==> src/rtl/timer_trio_pkg.sv <==
package timer_trio_pkg;

   // Register map of the I/O page as seen by this block
   localparam int unsigned CTRL_ADDR   = 32'hF1;
   localparam int unsigned PERIOD_BASE = 32'hFA;
   localparam int unsigned COUNT_BASE  = 32'hFD;

   // Default geometry
   localparam int unsigned DEF_NUM_TIMERS = 3;
   localparam int unsigned DEF_ADDR_W     = 8;
   localparam int unsigned DEF_DATA_W     = 8;
   localparam int unsigned DEF_PERIOD_W   = 8;
   localparam int unsigned DEF_EVENT_W    = 4;

endpackage

==> src/rtl/timer_trio_regs.sv <==
module timer_trio_regs #(
   parameter int unsigned NUM_TIMERS  = timer_trio_pkg::DEF_NUM_TIMERS,
   parameter int unsigned ADDR_W      = timer_trio_pkg::DEF_ADDR_W,
   parameter int unsigned DATA_W      = timer_trio_pkg::DEF_DATA_W,
   parameter int unsigned PERIOD_W    = timer_trio_pkg::DEF_PERIOD_W,
   parameter int unsigned CTRL_ADDR   = timer_trio_pkg::CTRL_ADDR,
   parameter int unsigned PERIOD_BASE = timer_trio_pkg::PERIOD_BASE,
   parameter int unsigned COUNT_BASE  = timer_trio_pkg::COUNT_BASE
) (
   input  logic                               clk,
   input  logic                               rst_n,
   input  logic                               wr_en_i,
   input  logic                               rd_en_i,
   input  logic [ADDR_W-1:0]                  addr_i,
   input  logic [DATA_W-1:0]                  wdata_i,
   output logic [NUM_TIMERS-1:0]              enable_o,
   output logic [NUM_TIMERS-1:0][PERIOD_W-1:0] period_o,
   output logic [NUM_TIMERS-1:0]              rd_clr_o
);

   localparam logic [ADDR_W-1:0] CTRL_A = ADDR_W'(CTRL_ADDR);

   logic [NUM_TIMERS-1:0] ctrl_q;

   always_ff @(posedge clk or negedge rst_n) begin
      if (!rst_n) begin
         ctrl_q <= '0;
      end else if (wr_en_i && (addr_i == CTRL_A)) begin
         ctrl_q <= wdata_i[NUM_TIMERS-1:0];
      end
   end

   assign enable_o = ctrl_q;

   for (genvar gi = 0; gi < NUM_TIMERS; gi++) begin : g_dec
      localparam logic [ADDR_W-1:0] PER_A = ADDR_W'(PERIOD_BASE + gi);
      localparam logic [ADDR_W-1:0] CNT_A = ADDR_W'(COUNT_BASE + gi);

      logic [PERIOD_W-1:0] period_q;

      always_ff @(posedge clk or negedge rst_n) begin
         if (!rst_n) begin
            period_q <= '0;
         end else if (wr_en_i && (addr_i == PER_A)) begin
            period_q <= wdata_i[PERIOD_W-1:0];
         end
      end

      assign period_o[gi] = period_q;
      assign rd_clr_o[gi] = rd_en_i && (addr_i == CNT_A);


      period_hold_chk: assert property (@(posedge clk) disable iff (!rst_n)
         !(wr_en_i && (addr_i == PER_A)) |=> $stable(period_o[gi]));
   end


   one_counter_read_chk: assert property (@(posedge clk) disable iff (!rst_n)
      $onehot0(rd_clr_o));

endmodule

==> src/rtl/timer_trio_chan.sv <==
module timer_trio_chan #(
   parameter int unsigned PERIOD_W = timer_trio_pkg::DEF_PERIOD_W,
   parameter int unsigned EVENT_W  = timer_trio_pkg::DEF_EVENT_W
) (
   input  logic                clk,
   input  logic                rst_n,
   input  logic                en_i,
   input  logic                tick_i,
   input  logic                rd_clr_i,
   input  logic [PERIOD_W-1:0] period_i,
   output logic [EVENT_W-1:0]  count_o
);

   logic                en_prev_q;
   logic [PERIOD_W-1:0] stage_q;
   logic [EVENT_W-1:0]  event_q;
   logic [PERIOD_W-1:0] last_stage;
   logic                en_rise;
   logic                adv;
   logic                done;

   // Period minus one in modulo arithmetic: a zero period becomes the
   // all-ones stage, i.e. 2**PERIOD_W ticks.
   assign last_stage = period_i - 1'b1;
   assign en_rise    = en_i && !en_prev_q;
   assign adv        = en_i && !en_rise && tick_i;
   assign done       = adv && (stage_q == last_stage);

   always_ff @(posedge clk or negedge rst_n) begin
      if (!rst_n) begin
         en_prev_q <= 1'b0;
         stage_q   <= '0;
      end else begin
         en_prev_q <= en_i;
         if (en_rise) begin
            stage_q <= '0;
         end else if (done) begin
            stage_q <= '0;
         end else if (adv) begin
            stage_q <= stage_q + 1'b1;
         end
      end
   end

   always_ff @(posedge clk or negedge rst_n) begin
      if (!rst_n) begin
         event_q <= '0;
      end else if (en_rise || rd_clr_i) begin
         event_q <= '0;
      end else if (done) begin
         event_q <= event_q + 1'b1;
      end
   end

   assign count_o = event_q;


   event_step_chk: assert property (@(posedge clk) disable iff (!rst_n)
      (count_o != $past(count_o)) |->
         ((count_o == '0) || (count_o == EVENT_W'($past(count_o) + 1'b1))));


   read_clear_chk: assert property (@(posedge clk) disable iff (!rst_n)
      rd_clr_i |=> (count_o == '0));


   frozen_when_off_chk: assert property (@(posedge clk) disable iff (!rst_n)
      (!en_i && !rd_clr_i) |=> ($stable(count_o) && $stable(stage_q)));


   enable_wipe_chk: assert property (@(posedge clk) disable iff (!rst_n)
      $rose(en_i) |=> ((count_o == '0) && (stage_q == '0)));

endmodule

==> src/rtl/tick_timer_trio.sv <==
module tick_timer_trio #(
   parameter int unsigned NUM_TIMERS  = timer_trio_pkg::DEF_NUM_TIMERS,
   parameter int unsigned ADDR_W      = timer_trio_pkg::DEF_ADDR_W,
   parameter int unsigned DATA_W      = timer_trio_pkg::DEF_DATA_W,
   parameter int unsigned PERIOD_W    = timer_trio_pkg::DEF_PERIOD_W,
   parameter int unsigned EVENT_W     = timer_trio_pkg::DEF_EVENT_W,
   parameter int unsigned CTRL_ADDR   = timer_trio_pkg::CTRL_ADDR,
   parameter int unsigned PERIOD_BASE = timer_trio_pkg::PERIOD_BASE,
   parameter int unsigned COUNT_BASE  = timer_trio_pkg::COUNT_BASE
) (
   input  logic                  clk,
   input  logic                  rst_n,
   input  logic [NUM_TIMERS-1:0] tick_i,
   input  logic                  wr_en_i,
   input  logic                  rd_en_i,
   input  logic [ADDR_W-1:0]     addr_i,
   input  logic [DATA_W-1:0]     wdata_i,
   output logic [DATA_W-1:0]     rdata_o
);

   localparam int unsigned ADDR_SPAN = 1 << ADDR_W;

   // Elaboration-time parameter checks
   if (NUM_TIMERS < 1 || NUM_TIMERS > DATA_W) begin : g_bad_num
      $error("timer count must lie in 1..DATA_W");
   end
   if (EVENT_W < 1 || EVENT_W > DATA_W) begin : g_bad_event
      $error("event counter width must lie in 1..DATA_W");
   end
   if (PERIOD_W < 1 || PERIOD_W > DATA_W) begin : g_bad_period
      $error("period width must lie in 1..DATA_W");
   end
   if (COUNT_BASE + NUM_TIMERS > ADDR_SPAN || PERIOD_BASE + NUM_TIMERS > ADDR_SPAN)
   begin : g_bad_map
      $error("register window exceeds the address space");
   end

   logic [NUM_TIMERS-1:0]               enable;
   logic [NUM_TIMERS-1:0][PERIOD_W-1:0] period;
   logic [NUM_TIMERS-1:0]               rd_clr;
   logic [NUM_TIMERS-1:0][EVENT_W-1:0]  count;

   timer_trio_regs #(
      .NUM_TIMERS  (NUM_TIMERS),
      .ADDR_W      (ADDR_W),
      .DATA_W      (DATA_W),
      .PERIOD_W    (PERIOD_W),
      .CTRL_ADDR   (CTRL_ADDR),
      .PERIOD_BASE (PERIOD_BASE),
      .COUNT_BASE  (COUNT_BASE)
   ) regs_i (
      .clk      (clk),
      .rst_n    (rst_n),
      .wr_en_i  (wr_en_i),
      .rd_en_i  (rd_en_i),
      .addr_i   (addr_i),
      .wdata_i  (wdata_i),
      .enable_o (enable),
      .period_o (period),
      .rd_clr_o (rd_clr)
   );

   for (genvar gi = 0; gi < NUM_TIMERS; gi++) begin : g_chan
      timer_trio_chan #(
         .PERIOD_W (PERIOD_W),
         .EVENT_W  (EVENT_W)
      ) chan_i (
         .clk      (clk),
         .rst_n    (rst_n),
         .en_i     (enable[gi]),
         .tick_i   (tick_i[gi]),
         .rd_clr_i (rd_clr[gi]),
         .period_i (period[gi]),
         .count_o  (count[gi])
      );
   end

   // Read mux: the decode gives at most one selected counter.
   always_comb begin
      rdata_o = '0;
      for (int i = 0; i < NUM_TIMERS; i++) begin
         if (rd_clr[i]) begin
            rdata_o = DATA_W'(count[i]);
         end
      end
   end


   rdata_idle_chk: assert property (@(posedge clk) disable iff (!rst_n)
      !rd_en_i |-> (rdata_o == '0));

endmodule

==> config.mk <==
export PLATFORM = sky130hd
export DESIGN_NAME = tick_timer_trio
export DESIGN_NICKNAME = d
export VERILOG_FILES = /design/src/rtl/timer_trio_pkg.sv /design/src/rtl/timer_trio_regs.sv /design/src/rtl/timer_trio_chan.sv /design/src/rtl/tick_timer_trio.sv
export SDC_FILE = /design/constraint.sdc
export NUM_CORES = 1
export LEC_CHECK = 0
export CAP_MARGIN = 10
export CORE_MARGIN = 3
export CORE_UTILIZATION = 39
export DETAILED_ROUTE_END_ITERATION = 8
export GPL_TIMING_DRIVEN = 0
export PLACE_DENSITY_LB_ADDON = 0.15
export SYNTH_ARGS = -nofsm -noshare
export SYNTH_HDL_FRONTEND = slang
export SYNTH_SLANG_ARGS = --single-unit
==> constraint.sdc <==
create_clock -name clk -period 2.64 [get_ports clk]
set_clock_uncertainty 0.15 [all_clocks]
set_input_delay 0.528 -clock clk [delete_from_list [all_inputs] [get_ports clk]]
set_output_delay 0.528 -clock clk [all_outputs]
set_load 0.05 [all_outputs]
# Word-level counts from Yosys, hierarchy flattened
# Index checks and enable logic that the tools add are counted.
# op_classes
n_addsub	9
eq_ne	10
mux	18
n_reduce_logical	34
# op_table
operator	count
2-to-1 mux 8 bit	11
equality test 8 bit (second input constant)	7
2-to-1 mux 4 bit	7
adder 8 x 1 -> 8 bit (second input constant)	3
equality test 8 bit	3
subtractor 8 x 1 -> 8 bit (second input constant)	3
logical AND 1 bit	19
adder 4 x 1 -> 4 bit (second input constant)	3
nonzero test 3 bit	3
zero test 1 bit	6
nonzero test 2 bit	3
logical OR 1 bit	3
# word_totals
register_bits	66
in_bits	23
output_inout_bits	8
word_cells	84

# Depth between registers and ports, before layout
# depth
ltp_word	8
ltp_mapped	10
mapped_depth_nobuf	8

# By module
# From an unflattened synthesis, not the netlist that was laid out.
# hier_totals
hier_cells	399
area_unflattened_um2	4077.7
# modules_own_cells
module	instances	cells_each	area_each_um2	seq_area_each_um2
timer_trio_chan	3	103	935.9	325.3
timer_trio_regs	1	69	1126.1	675.6
tick_timer_trio	1	21	143.9	0.0

# Least setup slack after synthesis
# No wires, ideal clock.
# synth_path
path_type	input to output
start	input port addr_i[1]
end	output port rdata_o[0]
arrival_time_ns	1.957
t_required_ns	1.962
setup_slack_ns	0.005
path_stages	4
path_buffers	1
path_cell_list	clkbuf_1 > nor2b_1 > a22oi_1 > nor2_1
# synth_between
elab_chain_len	5
word_cells_on_any_way	9
cone_classes	eq/ne (3); mux (3); reduce/logical (3)
# synth_rtl
item	line_no	source
start, declared	tick_timer_trio.sv:16	input logic [ADDR_W-1:0] addr_i,
equality test 8 bit	timer_trio_regs.sv:50	assign rd_clr_o[gi] = rd_en_i && (addr_i == CNT_A);
logical AND 1 bit	timer_trio_regs.sv:50	
2-to-1 mux 4 bit	tick_timer_trio.sv:82	if (rd_clr[i]) begin
2-to-1 mux 8 bit	tick_timer_trio.sv:82	
2-to-1 mux 8 bit (*)	tick_timer_trio.sv:82	
end, declared	tick_timer_trio.sv:18	output logic [DATA_W-1:0] rdata_o
# Mark *: on every way between the ends. The rest lies on a longest branch, timed or not.

# Worst setup path after layout
# layout_path
start	input port addr_i[6]
end	output port rdata_o[2]
# Same word-level chain as after synthesis.

==> metrics <==
status finished, final reports clean; worst hold path class in -> async; final routed DRC violation total 0; area share of fa/ha/maj cells after synthesis 2.803%; Yosys Warn Count 0; sw frac 27.37%; TNS Setup 0 ns; final std cells w/o fill 576; fmax 388.3 MHz; cts bufs inserted 9; Ports 31; Root Buffer clkbuf_8; vias per cell 5.354; number of buffers and inverters on the critical path 2; layout cells sized above 1 16.25%; worst path cell trace clkdlybuf4s50_1 > and4_1 > nand4_1 > nor2_1 > buf_2; predominant post-synthesis flop cell dfrtp_1; largest net degree at the start of global routing 67; Synth area leaders dfrtp_1 (41%), mux2_2 (6.2%), xnor2_1 (4.4%); Initial Util 40.54%; reg2reg end g_chan[1].chan_i.stage_q[2]; Clock Tree Buf Depth 2; Post-Synth XOR/XNOR Area 7.194%; Async S/R FF share, synth 100.0%; worst slew pin tran 0.8493 ns; total iterations of the first detailed-routing run 4; Power per Cell Area 467.2 nW/um^2; die width 107.5 um; Peak VDD IR 0.2724 mV; count leader, synth dfrtp_1; met3 GRT Util 4.859%; met1 Use GR 21.38%; Post-Route WL 8.925 mm; Sink Count 66; Syn Inst Count 398; sequential-to-total area share from yosys stat 41.11%; DIE AREA 11560 sq um; worst setup path start addr_i[6]; Synth Area in Compound Gates 16.35%; # rows 36; peak fanout along the critical path 6; max-slew violations 0; R2R setup slack 0.17 ns; GRT Max-Usage Layer met2; Cell Area, Synth 4018 sq um; crit-path leading delay family buffers and inverters; multiplexer share of the synthesized area 8.595%; normalized max-slew margin 43.38%; final worst path period share 97.56%; largest family of logic cells by synthesized area simple AND/OR/NAND/NOR gates; post-DP HPWL 6.560 mm; placed cell count 558; TritonCTS clock tree yes; nets@finish 470; routability congestion estimate 0.7984; number of diodes 0; Setup-failing EPs final 0; Setup CP Type in -> out; Combinational Power Share 13.0%; Psw 0.0005915 W; total grt overflow 0; Worst R2R Start regs_i.g_dec[1].period_q[0]; via count of the first global-routing pass 3039; DRT iter0 DRCs 140; Worst-path clk slew 0.07 ns; chip height 107.5 um; worst path arrival time 1.90 ns; filler instances 959; Crit. End Element primary output; H-tree levels 3; grt met2 use 27.58%; Clock power frac 36.5%; initial antenna violation count 0; number of max-cap violations 0; Critical Path RT 1.96 ns; commonest cells in the netlist dfrtp_1 (66), nor2_1 (25), mux2_2 (22), xnor2_1 (20); core area 9910 sq um; Reg2Reg Depth 10; Yosys cell types 51; DR vias 3084; post-synth top area cell dfrtp_1; Total Power 0.002161 W; simple-gate portion of the synthesized area 19.71%; Avg WL per Cell 15.49 um; synthesized area per cell 10.09 sq um; number of synthesized flops with an enable pin 0; internal power 0.001569 W; Flop pwr share 50.5%; first-pass GRT wire length 15.02 mm; post-synthesis register bit count 66; Detail Route Antenna Nets 0; Slowest cell on crit path clkdlybuf4s50_1; Tmin final 2.576 ns; Port Buffers 24; worst skew pair latency 0.35 ns; Final Hold Vio Count 0; CP startpoint kind input pin; Area Overhead vs Synth 15.14%; fin util 46.68%; Total GRT Usage 16.63%; crit-path max cell delay 0.44 ns; static leakage 2.081 nW; top-area cell type share of the netlist area 41.11%
per-stage QoR:
step           hold WS (ns)  instance area, sq um  setup slack [ns]
2_1_floorplan       0.08241                  4029          0.005062
4_1_cts              0.1670                  4609           0.04939
6_report             0.1327                  4626           0.06449
3_5_place_dp         0.2854                  4433           -0.6497
5_1_grt              0.2046                  4626         -0.009030
3_3_place_gp         0.2862                  4436            -1.449
layout make-up:
cell class / count / area (sq um) / area share [%]
Inverter: 19 / 71.32 / 1.542
Clock buffer: 12 / 155.1 / 3.354
Multi-Input combinational cell: 300 / 2218 / 47.96
Timing Repair Buffer: 26 / 240.2 / 5.193
Tap cell: 133 / 166.4 / 3.598
Clock inverter: 4 / 26.28 / 0.5680
Buffer: 16 / 95.09 / 2.056
Sequential cell: 66 / 1653 / 35.73
worst register-to-register path: cells and delay by family, from the launching register on:
kind | cells | cell delay (ns)
buffers and inverters | 3 | 0.43
adders and majority gates | 1 | 0.28
xor gates and xnor gates | 1 | 0.15
DFF | 1 | 0.32
AOI/OAI and AO/OA | 3 | 0.61
and+or+nand+nor | 2 | 0.48
logic make-up after synthesis:
kind of cell | Yosys count
AO/OA/AOI/OAI | 84
XOR/XNOR | 33
adder cells (fa/ha/maj) | 9
buffers and inverters | 35
flip-flops | 66
multiplexers | 31
other | 1
AND/OR/NAND/NOR | 139
metal layers:
metal,wire length (um),up-vias
li1,-,1527
met1,4284,1505
met2,4276,45
met3,285,7
met4,79,0
met5,0,-
cells in the final DEF (no fill, tap or decap), types with 4 or more instances in the layout:
master | synthesis | layout
a211oi_1 | 7 | 7
a21o_1 | 9 | 9
a21oi_1 | 10 | 10
a221o_1 | 9 | 9
a22o_1 | 6 | 6
a22oi_1 | 4 | 4
and2_1 | 6 | 6
and3_1 | 8 | 8
buf_2 | 6 | 7
buf_4 | 7 | 10
clkbuf_8 | 0 | 11
clkdlybuf4s50_1 | 0 | 19
conb_1 | 1 | 4
dfrtp_1 | 66 | 65
ha_1 | 9 | 9
inv_1 | 19 | 19
mux2_1 | 6 | 6
mux2_2 | 22 | 22
nand2_1 | 19 | 19
nand2b_1 | 15 | 15
nand3_1 | 15 | 14
nand4_1 | 7 | 7
nor2_1 | 25 | 25
nor3_1 | 14 | 14
nor4_1 | 6 | 6
o21ai_0 | 10 | 10
o21ai_1 | 4 | 4
xnor2_1 | 20 | 20
xor2_1 | 13 | 13
worst max-delay path by stage:
stage	endpoint	slack, ns	cells after the start
finish	rdata_o[2]	0.06	5
global route	g_chan[2].chan_i.stage_q[2]	-0.009	10
CTS	rdata_o[2]	0.05	5
detailed placement	rdata_o[2]	-0.65	5
global placement	g_chan[2].chan_i.stage_q[4]	-1.45	1
floorplan	rdata_o[0]	0.005	4
power by group through the flow:
stage / combinational [W] / clock [W] / sequential [W]
6_report: 0.000281 / 0.000789 / 0.00109
5_1_grt: 0.000316 / 0.000861 / 0.00110
4_1_cts: 0.000284 / 0.000826 / 0.00109
3_5_place_dp: 0.000283 / 0 / 0.00111
3_3_place_gp: 0.000275 / 0 / 0.00111
2_1_floorplan: 0.000189 / 0 / 0.00110
what timing repair did:
| action | CTS | global route |
|---|---|---|
| pin swaps | 1 | 0 |
| hold buffers | 0 | 0 |
| gates resized for setup | 20 | 6 |
| cloned | 0 | 0 |
| endpoints found under the setup margin | 4 | 7 |
| setup buffers | 2 | 0 |
registers in the layout, indices dropped and copies added, names as in the netlist:
| signal | count |
|---|---|
| g_chan.chan_i.stage_q | 24 |
| regs_i.g_dec.period_q | 24 |
| g_chan.chan_i.count_o | 12 |
| g_chan.chan_i.en_prev_q | 3 |
| regs_i.enable_o | 3 |
No activity file was read; power rests on OpenSTA's default activity.
